**config.mk**
```make
export PLATFORM = sky130hd
export DESIGN_NAME = nand_glue_decoder
export DESIGN_NICKNAME = d
export VERILOG_FILES = /design/src/rtl/nand_glue_pkg.sv /design/src/rtl/nglue_decode.sv /design/src/rtl/nglue_sync.sv /design/src/rtl/nglue_seq.sv /design/src/rtl/nand_glue_decoder.sv
export SDC_FILE = /design/constraint.sdc
export NUM_CORES = 1
export LEC_CHECK = 0
export BUFFER_PORTS_ARGS = -buffer_cell sky130_fd_sc_hd__buf_2
export CAP_MARGIN = 20
export CORE_UTILIZATION = 38
export DETAILED_ROUTE_END_ITERATION = 10
export PLACE_DENSITY = 0.75
export SLEW_MARGIN = 0
export SYNTH_ARGS = -nofsm -noshare
export SYNTH_HDL_FRONTEND = slang
export SYNTH_SLANG_ARGS = --single-unit
export TNS_END_PERCENT = 10
```
**constraint.sdc**
```tcl
create_clock -name clk -period 1.53 [get_ports clk]
set_clock_uncertainty 0.1 [all_clocks]
set_input_delay 0.0765 -clock clk [delete_from_list [all_inputs] [get_ports clk]]
set_output_delay 0.0765 -clock clk [all_outputs]
set_load 0.005 [all_outputs]
```
**src/rtl/nand_glue_pkg.sv**
```systemverilog
package nand_glue_pkg;
   typedef enum logic [1:0] {
      ACC_NONE  = 2'd0,
      ACC_FLASH = 2'd1,
      ACC_REG   = 2'd2
   } acc_kind_t;

   typedef enum logic [1:0] {
      ST_IDLE = 2'd0,
      ST_ACT  = 2'd1,
      ST_RESP = 2'd2
   } seq_state_t;
endpackage

```
**src/rtl/nglue_decode.sv**
```systemverilog
module nglue_decode
   import nand_glue_pkg::*;
#(
   parameter int ADDR_W     = 25,
   parameter int WIN_BIT    = 24,
   parameter int SLOT_LSB   = 22,
   parameter int CLE_BIT    = 5,
   parameter int ALE_BIT    = 4,
   parameter int REG_OFF_W  = 4,
   parameter int STATUS_OFF = 2
) (
   input  logic [ADDR_W-1:0] addr,
   output acc_kind_t         kind,
   output logic              slot_idx,
   output logic              cle,
   output logic              ale,
   output logic              status_hit
);
   localparam int SLOT_MSB = SLOT_LSB + 1;

   initial begin
      assert (WIN_BIT < ADDR_W && SLOT_MSB < WIN_BIT)
         else $error("nglue_decode: select bits out of range");
      assert (CLE_BIT < SLOT_LSB && ALE_BIT < SLOT_LSB && CLE_BIT != ALE_BIT)
         else $error("nglue_decode: latch bits collide");
      assert (STATUS_OFF < (1 << REG_OFF_W))
         else $error("nglue_decode: status offset too wide");
   end

   logic unused_addr;
   assign unused_addr = ^addr;

   always_comb begin
      if (addr[WIN_BIT])
         kind = ACC_REG;
      else if (addr[SLOT_MSB])
         kind = ACC_FLASH;
      else
         kind = ACC_NONE;
   end

   assign slot_idx   = addr[SLOT_LSB];
   assign cle        = addr[CLE_BIT];
   assign ale        = addr[ALE_BIT];
   assign status_hit = (addr[REG_OFF_W-1:0] == REG_OFF_W'(STATUS_OFF));
endmodule

```
**src/rtl/nglue_sync.sv**
```systemverilog
module nglue_sync #(
   parameter int WIDTH  = 2,
   parameter int STAGES = 2
) (
   input  logic             clk,
   input  logic             rst_n,
   input  logic [WIDTH-1:0] d_async,
   output logic [WIDTH-1:0] q_sync
);
   initial begin
      assert (STAGES >= 2) else $error("nglue_sync: need at least two stages");
   end

   logic [WIDTH-1:0] stage_q [STAGES];

   genvar s;
   generate
      for (s = 0; s < STAGES; s++) begin : g_stage
         if (s == 0) begin : g_first
            always_ff @(posedge clk or negedge rst_n) begin
               if (!rst_n) stage_q[0] <= '0;
               else        stage_q[0] <= d_async;
            end
         end else begin : g_next
            always_ff @(posedge clk or negedge rst_n) begin
               if (!rst_n) stage_q[s] <= '0;
               else        stage_q[s] <= stage_q[s-1];
            end
         end
      end
   endgenerate

   assign q_sync = stage_q[STAGES-1];
endmodule

```
**src/rtl/nglue_seq.sv**
```systemverilog
module nglue_seq
   import nand_glue_pkg::*;
#(
   parameter int HOST_W    = 16,
   parameter int DQ_W      = 8,
   parameter int NUM_SLOTS = 2
) (
   input  logic              clk,
   input  logic              rst_n,
   input  logic              req_valid,
   output logic              req_ready,
   input  logic              req_write,
   input  logic [DQ_W-1:0]   wbyte,
   input  acc_kind_t         dec_kind,
   input  logic              dec_slot,
   input  logic              dec_cle,
   input  logic              dec_ale,
   input  logic [HOST_W-1:0] reg_rdata,
   output logic              sel_slot,
   output logic              resp_valid,
   output logic [HOST_W-1:0] resp_rdata,
   output logic [NUM_SLOTS-1:0] fl_ce_n,
   output logic              fl_cle,
   output logic              fl_ale,
   output logic              fl_we_n,
   output logic              fl_re_n,
   output logic [DQ_W-1:0]   fl_dq_out,
   output logic              fl_dq_oe,
   input  logic [DQ_W-1:0]   fl_dq_in
);
   localparam int PAD_W = HOST_W - DQ_W;

   initial begin
      assert (NUM_SLOTS == 2) else $error("nglue_seq: exactly two slots supported");
      assert (HOST_W > DQ_W) else $error("nglue_seq: host word must exceed flash byte");
   end

   seq_state_t        state_q;
   acc_kind_t         kind_q;
   logic              write_q, slot_q, cle_q, ale_q;
   logic [DQ_W-1:0]   wbyte_q;
   logic [HOST_W-1:0] rdata_q;
   logic              accept, act_fl;

   assign req_ready = (state_q == ST_IDLE);
   assign accept    = req_valid && req_ready;

   always_ff @(posedge clk or negedge rst_n) begin
      if (!rst_n) begin
         state_q  <= ST_IDLE;
         kind_q   <= ACC_NONE;
         write_q  <= 1'b0;
         slot_q   <= 1'b0;
         cle_q    <= 1'b0;
         ale_q    <= 1'b0;
         wbyte_q  <= '0;
         rdata_q  <= '0;
         sel_slot <= 1'b0;
      end else begin
         case (state_q)
            ST_IDLE: if (accept) begin
               state_q <= ST_ACT;
               kind_q  <= dec_kind;
               write_q <= req_write;
               slot_q  <= dec_slot;
               cle_q   <= dec_cle;
               ale_q   <= dec_ale;
               wbyte_q <= wbyte;
               rdata_q <= (dec_kind == ACC_REG && !req_write) ? reg_rdata : '0;
               if (dec_kind == ACC_FLASH) sel_slot <= dec_slot;
            end
            ST_ACT: begin
               state_q <= ST_RESP;
               if (kind_q == ACC_FLASH && !write_q)
                  rdata_q <= {{PAD_W{1'b0}}, fl_dq_in};
            end
            default: state_q <= ST_IDLE;
         endcase
      end
   end

   assign act_fl = (state_q == ST_ACT) && (kind_q == ACC_FLASH);

   genvar g;
   generate
      for (g = 0; g < NUM_SLOTS; g++) begin : g_ce
         assign fl_ce_n[g] = ~(act_fl && (slot_q == g[0]));
      end
   endgenerate

   assign fl_cle     = act_fl && cle_q;
   assign fl_ale     = act_fl && ale_q;
   assign fl_we_n    = ~(act_fl && write_q);
   assign fl_re_n    = ~(act_fl && !write_q);
   assign fl_dq_oe   = act_fl && write_q;
   assign fl_dq_out  = fl_dq_oe ? wbyte_q : '0;
   assign resp_valid = (state_q == ST_RESP);
   assign resp_rdata = resp_valid ? rdata_q : '0;

   a_r10_resp_due: assert property (@(posedge clk) disable iff (!rst_n)
      accept |=> ##1 resp_valid);
   a_r10_no_accept_busy: assert property (@(posedge clk) disable iff (!rst_n)
      accept |=> !req_ready);
   a_r4_we_one_cycle: assert property (@(posedge clk) disable iff (!rst_n)
      !fl_we_n |=> fl_we_n);
   a_r5_re_one_cycle: assert property (@(posedge clk) disable iff (!rst_n)
      !fl_re_n |=> fl_re_n);
   a_r4_strobe_excl: assert property (@(posedge clk) disable iff (!rst_n)
      !(!fl_we_n && !fl_re_n));
endmodule

```
**src/rtl/nand_glue_decoder.sv**
```systemverilog
module nand_glue_decoder
   import nand_glue_pkg::*;
#(
   parameter int ADDR_W      = 25,
   parameter int HOST_W      = 16,
   parameter int DQ_W        = 8,
   parameter int NUM_SLOTS   = 2,
   parameter int WIN_BIT     = 24,
   parameter int SLOT_LSB    = 22,
   parameter int CLE_BIT     = 5,
   parameter int ALE_BIT     = 4,
   parameter int REG_OFF_W   = 4,
   parameter int STATUS_OFF  = 2,
   parameter int SYNC_STAGES = 2
) (
   input  logic                 clk,
   input  logic                 rst_n,
   input  logic                 req_valid,
   output logic                 req_ready,
   input  logic                 req_write,
   input  logic [ADDR_W-1:0]    req_addr,
   input  logic [HOST_W-1:0]    req_wdata,
   output logic                 resp_valid,
   output logic [HOST_W-1:0]    resp_rdata,
   output logic [NUM_SLOTS-1:0] fl_ce_n,
   output logic                 fl_cle,
   output logic                 fl_ale,
   output logic                 fl_we_n,
   output logic                 fl_re_n,
   output logic [DQ_W-1:0]      fl_dq_out,
   output logic                 fl_dq_oe,
   input  logic [DQ_W-1:0]      fl_dq_in,
   input  logic [NUM_SLOTS-1:0] fl_rb
);
   localparam int SLOT_MSB = SLOT_LSB + 1;

   acc_kind_t             dec_kind;
   logic                  dec_slot, dec_cle, dec_ale, status_hit;
   logic                  sel_slot;
   logic [NUM_SLOTS-1:0]  rb_sync;
   logic [HOST_W-1:0]     reg_rdata;
   logic                  unused_wdata;

   assign unused_wdata = ^req_wdata[HOST_W-1:DQ_W];

   nglue_decode #(
      .ADDR_W(ADDR_W), .WIN_BIT(WIN_BIT), .SLOT_LSB(SLOT_LSB),
      .CLE_BIT(CLE_BIT), .ALE_BIT(ALE_BIT),
      .REG_OFF_W(REG_OFF_W), .STATUS_OFF(STATUS_OFF)
   ) u_decode (
      .addr(req_addr), .kind(dec_kind), .slot_idx(dec_slot),
      .cle(dec_cle), .ale(dec_ale), .status_hit(status_hit)
   );

   nglue_sync #(.WIDTH(NUM_SLOTS), .STAGES(SYNC_STAGES)) u_sync (
      .clk(clk), .rst_n(rst_n), .d_async(fl_rb), .q_sync(rb_sync)
   );

   assign reg_rdata = status_hit ? {{(HOST_W-1){1'b0}}, rb_sync[sel_slot]} : '0;

   nglue_seq #(.HOST_W(HOST_W), .DQ_W(DQ_W), .NUM_SLOTS(NUM_SLOTS)) u_seq (
      .clk(clk), .rst_n(rst_n),
      .req_valid(req_valid), .req_ready(req_ready), .req_write(req_write),
      .wbyte(req_wdata[DQ_W-1:0]),
      .dec_kind(dec_kind), .dec_slot(dec_slot), .dec_cle(dec_cle), .dec_ale(dec_ale),
      .reg_rdata(reg_rdata), .sel_slot(sel_slot),
      .resp_valid(resp_valid), .resp_rdata(resp_rdata),
      .fl_ce_n(fl_ce_n), .fl_cle(fl_cle), .fl_ale(fl_ale),
      .fl_we_n(fl_we_n), .fl_re_n(fl_re_n),
      .fl_dq_out(fl_dq_out), .fl_dq_oe(fl_dq_oe), .fl_dq_in(fl_dq_in)
   );

   a_r2_one_enable: assert property (@(posedge clk) disable iff (!rst_n)
      $onehot0(~fl_ce_n));
   a_r6_window_no_ce: assert property (@(posedge clk) disable iff (!rst_n)
      (req_valid && req_ready && req_addr[WIN_BIT]) |=> (&fl_ce_n && fl_we_n && fl_re_n));
   a_r9_ignored_quiet: assert property (@(posedge clk) disable iff (!rst_n)
      (req_valid && req_ready && !req_addr[WIN_BIT] && !req_addr[SLOT_MSB])
      |=> (&fl_ce_n && fl_we_n && fl_re_n && !fl_dq_oe));
   a_r3_latch_only_in_strobe: assert property (@(posedge clk) disable iff (!rst_n)
      (fl_cle || fl_ale) |-> !(&fl_ce_n));
endmodule

```
== Yosys cells after proc, flatten, opt, wreduce, memory -nomap -nowiden ==
Index checks and enable logic that the tools add are counted.
Storage, ports and cells
  flip-flop bits (word level): 37
  output and inout bits: 33
  word-level logic and storage cells: 55
Operators by class
  magnitude comparators: 1
  equal/unequal tests: 8
  muxes and demuxes: 13
  bitwise operators: 5
  reductions and logical operators: 17
Operator list (number)
  16-bit two-way mux: 3
  16-bit case mux with 2 select lines: 1
  1-bit logical AND: 10
  8-bit two-way mux: 1
  2-bit by 1-bit equality test with 1-bit output, second input constant: 3
  3-bit AND reduction: 2
  1-bit two-way mux: 5
  1-bit inverter: 5
  2-bit equality test, second input constant: 2
  4-bit by 2-bit equality test with 1-bit output, second input constant: 1
  2-bit two-way mux: 2
  2-bit case mux with 2 select lines: 1
  1-bit logical NOT: 2
  2-bit logical NOT: 1
  1-bit by 2-bit < comparator with 1-bit output, second input constant: 1
  2-bit by 1-bit inequality test with 1-bit output, second input constant: 1
  2-bit inequality test, second input constant: 1
  2-bit AND reduction: 1
  2-bit nonzero test: 1

== Logic depth before layout (Yosys ltp) ==
  depth in word-level cells: 7
  depth in mapped cells: 4

== Hierarchy ==
Synthesis repeated with hierarchy kept, for this count alone.
Unflattened totals
  cells, all modules: 162
  area, all modules: 1915.6 µm²
By module, submodules not included
  nglue_seq: times used 1, cells each 147, area each 1729.2 µm²
  nglue_sync: times used 1, cells each 6, area each 115.1 µm²
  nglue_decode: times used 1, cells each 6, area each 51.3 µm²
  nand_glue_decoder: times used 1, cells each 3, area each 20.0 µm²

== Worst setup path before layout ==
Ideal clock, no wire load.
  path type: reg-to-reg
  from: reg u_seq.state_q[1]
  to: reg u_seq.ale_q
  data arrival time: 1.293 ns
  required time: 1.305 ns
  slack: 0.012 ns
  cell stages (with the launch flop): 4
  buffers on the path: 1
  clock period less this slack: 1.518 ns
  cell sequence: dfrtp_1 -> nor3b_4 -> buf_4 -> mux2_2
On the way
  word-level cells in the longest chain between the ends: 3
Ends and longest elaborated chain
  from (decl): RTL line nglue_seq.sv:38  | seq_state_t state_q;
  from (signal assigned): RTL line nglue_seq.sv:50  | state_q <= ST_IDLE;
  from (signal assigned): RTL line nglue_seq.sv:62  | state_q <= ST_ACT;
  from (signal assigned): RTL line nglue_seq.sv:73  | state_q <= ST_RESP;
  2-bit logical NOT (*): RTL line nglue_seq.sv:45, nglue_seq.sv:60
  1-bit logical AND: RTL line nglue_seq.sv:46  | assign accept = req_valid && req_ready;
  2-bit AND reduction (no source line) (*)
  to (signal assigned): RTL line nglue_seq.sv:67  | ale_q <= dec_ale;
  to (decl): RTL line nglue_seq.sv:40  | logic write_q, slot_q, cle_q, ale_q;
Mark *: on every way between the ends. The rest lies on a longest branch, timed or not.
A chain may end at the register's enable or synchronous reset.

== Worst setup path in the final report ==
  from: reg u_seq.state_q[1]
  to: reg u_seq.sel_slot
On the way
  word-level cells in the longest chain between the ends: 3
Ends and longest elaborated chain
  2-bit logical NOT (*): RTL line nglue_seq.sv:45, nglue_seq.sv:60
  1-bit logical AND: RTL line nglue_seq.sv:46
  3-bit AND reduction (no source line) (*)
  to (signal assigned): RTL line nglue_seq.sv:70  | if (dec_kind == ACC_FLASH) sel_slot <= dec_slot;
  to (decl): RTL line nglue_seq.sv:19  | output logic sel_slot,
Marks and branches as above.

==> impl_metrics.toml <==
[power_and_ir_drop]
switching_share = 0.275
comb_power_share = 0.271
power_switching_uw = 614
seqPwrFrac = 0.455
max-vdd-ir-drop_v = 0.000571
pwr-share-clk = 0.274
leakage_nw = 1.13
internal_power_mw = 1.62
power_density_nw_per_um2 = 1010

[synthesis]
syn_area_um2 = 1400
yosysUniqueCellTypes = 25
ys_seq_area_frac = 0.519
synth_top_area_share = 0.519
synth_area_per_cell_um2 = 11.6
synthArstFlopShare = 1.00
synth-seq-cells = 29
netlist_top_cells_area = "dfrtp_1 (52%), mux2_2 (10%), mux2i_1 (5.7%)"
ys_warn_count = 0
synth_top_area_cell = "dfrtp_1"
synth-edff-count = 0
synthFlopType = "dfrtp_1"
synthCells = 120

[floorplan]
die-area_um2 = 3920
die_h_um = 62.6
rows = 21
initial_core_util = 0.406
pin_count = 88
die_x_um = 62.6
coreArea_um2 = 3440

[route]
dr_total_vias = 1176
met1Wirelength_mm = 1.45
wl_met3_um = 231
met2_length_mm = 1.71
drtIter0Drc = 13
wl_per_cell_um = 13.3
drt.antenna.violating_nets = 0
wirelength_mm = 3.44
drc = 0
first_pass_iters = 2
dr.max_layer_used = "met4"
viasPerCell = 4.54

[sta]
hold_ws_ns = 0.0255
finalSetupViolations = 26
layout_setup_ws_ns = -0.0760
fmax_ghz = 0.623
hold_viol = 0
rsz0062_at_grt = "true"
finalCriticalPeriod_ns = 1.61
period_share = 1.05
tightest_slew_ns = 0.643
maxSlewHeadroom = 0.571
slew_violations = 0
fin_setup_tns_ns = -0.958

[cts]
h-tree-depth = 2
cts.path.max_buffers = 2
numCtsBuffers = 5
cts_tree = "yes"
cts.clk_slew.worst_paths_ns = 0.06
clockRootBuffer = "clkbuf_8"
insertion_delay_ns = 0.28
cts_num_sinks = 29

[hold_path]
whs_path_depth = 3
min_path_type = "in -> reg"
hold_end = "u_seq.kind_q[0]"
min_from = "req_addr[23]"

[global_route]
antenna_found_initial = 0
grt_start_max_net_pins = 30
grt.overflow.total = 0
grt_pass1_vias = 1179
grt_pass1_wl_mm = 5.43
grtUsageTotal = 0.182

[layout]
area_growth_pct = 57.7
drive_above_1_share = 0.479
mostFrequentLayoutCell = "buf_2"
fin_nets = 267
final_cell_mix = "buf_2 (54), dfrtp_1 (27), dlygate4sd3_1 (24), mux2_4 (14), and2_1 (10)"
n_antenna_cell = 0
fin_area_um2 = 2200

[status]
failed_checks = "negative setup slack"
status = "complete, but fails checks"

[worst_setup_path]
crit_path_start = "u_seq.state_q[1]"
cp-start-kind = "flop"
critPathArrivalTime_ns = 1.67
end_kind = "flop"
crit-reg2reg-launch = "u_seq.state_q[1]"
crit_fanout = 5
reg2reg_depth = 4
path_class = "reg -> reg"
reg2reg_to = "u_seq.sel_slot"
reg2reg_slack_ns = -0.08
cp.required_ns = 1.60

[placed_design]
dpl-instance-area_um2 = 1710
post-dp-hpwl_mm = 1.99
place_congestion = 0.704
port_buffers = 55

[job]
maxCapViolations = 0
## how the worst max path moves through the flow
stage,to,slack [ns],depth (start not counted)
after global placement,u_seq.ale_q,0.07,3
final,u_seq.sel_slot,-0.08,4
after CTS,fl_we_n,-0.08,4
after detailed placement,u_seq.wbyte_q[4],0.04,3
after global routing,u_seq.sel_slot,-0.12,4
after floorplan,u_seq.ale_q,0.01,3
## critical path: stages, from the launching register on
cell and delay [ns]:
dfrtp_2 0.44, buf_6 0.13, nor3b_4 0.31, nand3b_1 0.19
mux2_4 0.32
## layout make-up
class	count	area, µm²
sequential	29	728
clock buffer	5	68.8
inverter	9	33.8
multi-input combinational	76	657
timing repair buffer	91	642
fill	288	1240
tap	46	57.6
clock inverter	3	17.5
## stage by stage
step           cells  worst slack (ns)  total power [mW]  utilization
2_1_floorplan    127            0.0119              1.28            -
3_3_place_gp     221            0.0683              1.42        0.498
3_5_place_dp     221            0.0444              1.44        0.498
4_1_cts          254           -0.0802              2.12        0.600
5_1_grt          259            -0.116              2.37        0.640
6_report         259           -0.0760              2.23        0.640
## layer usage
metal	track usage	up-vias
met4	0.0785	0
met3	0.0620	6
met1	0.203	550
met5	0	-
li1	-	560
met2	0.315	60
## registers in the layout (all words and copies together), names as in the netlist, 2 cells and up
register / flops
u_seq.state_q: 2
u_sync.q_sync: 2
u_seq.wbyte_q: 8
u_sync.stage_q: 2
u_seq.rdata_q: 8
u_seq.kind_q: 2
## power groups by stage
stage / sequential [mW] / combinational, mW / clock (mW)
3_5_place_dp: 1.01 / 0.423 / 0
5_1_grt: 1.03 / 0.662 / 0.673
2_1_floorplan: 0.993 / 0.291 / 0
3_3_place_gp: 1.01 / 0.412 / 0
4_1_cts: 1.01 / 0.481 / 0.632
6_report: 1.02 / 0.605 / 0.611
## cells by family (layout without fill, tap and decap cells)
group | count (synthesis) | in the layout | synth area share
buffers and inverters | 23 | 108 | 0.0922
AOI/OAI and AO/OA | 5 | 5 | 0.0242
DFF | 29 | 29 | 0.519
and+or+nand+nor | 40 | 41 | 0.192
other | 1 | 8 | 0.00268
muxes | 22 | 22 | 0.170
## synthesized netlist by cell type (2+ instances only)
library cell and instances:
and2_1 11, and3_1 8, and4bb_2 2, buf_4 9, clkbuf_1 3, dfrtp_1 29, inv_1 9, mux2_2 13
mux2i_1 8, nand2_1 8, nand2b_1 3, nor2b_1 3, o21ai_0 2
## what timing repair did
action,4_1_cts,5_1_grt
buffers inserted,0,3
cloned,1,2
pin swaps,9,6
setup endpoints to repair,23,39
hold buffers,24,0
hold endpoints to repair,53,0
gates resized for setup,6,28
(Power assumes the default switching activity.)
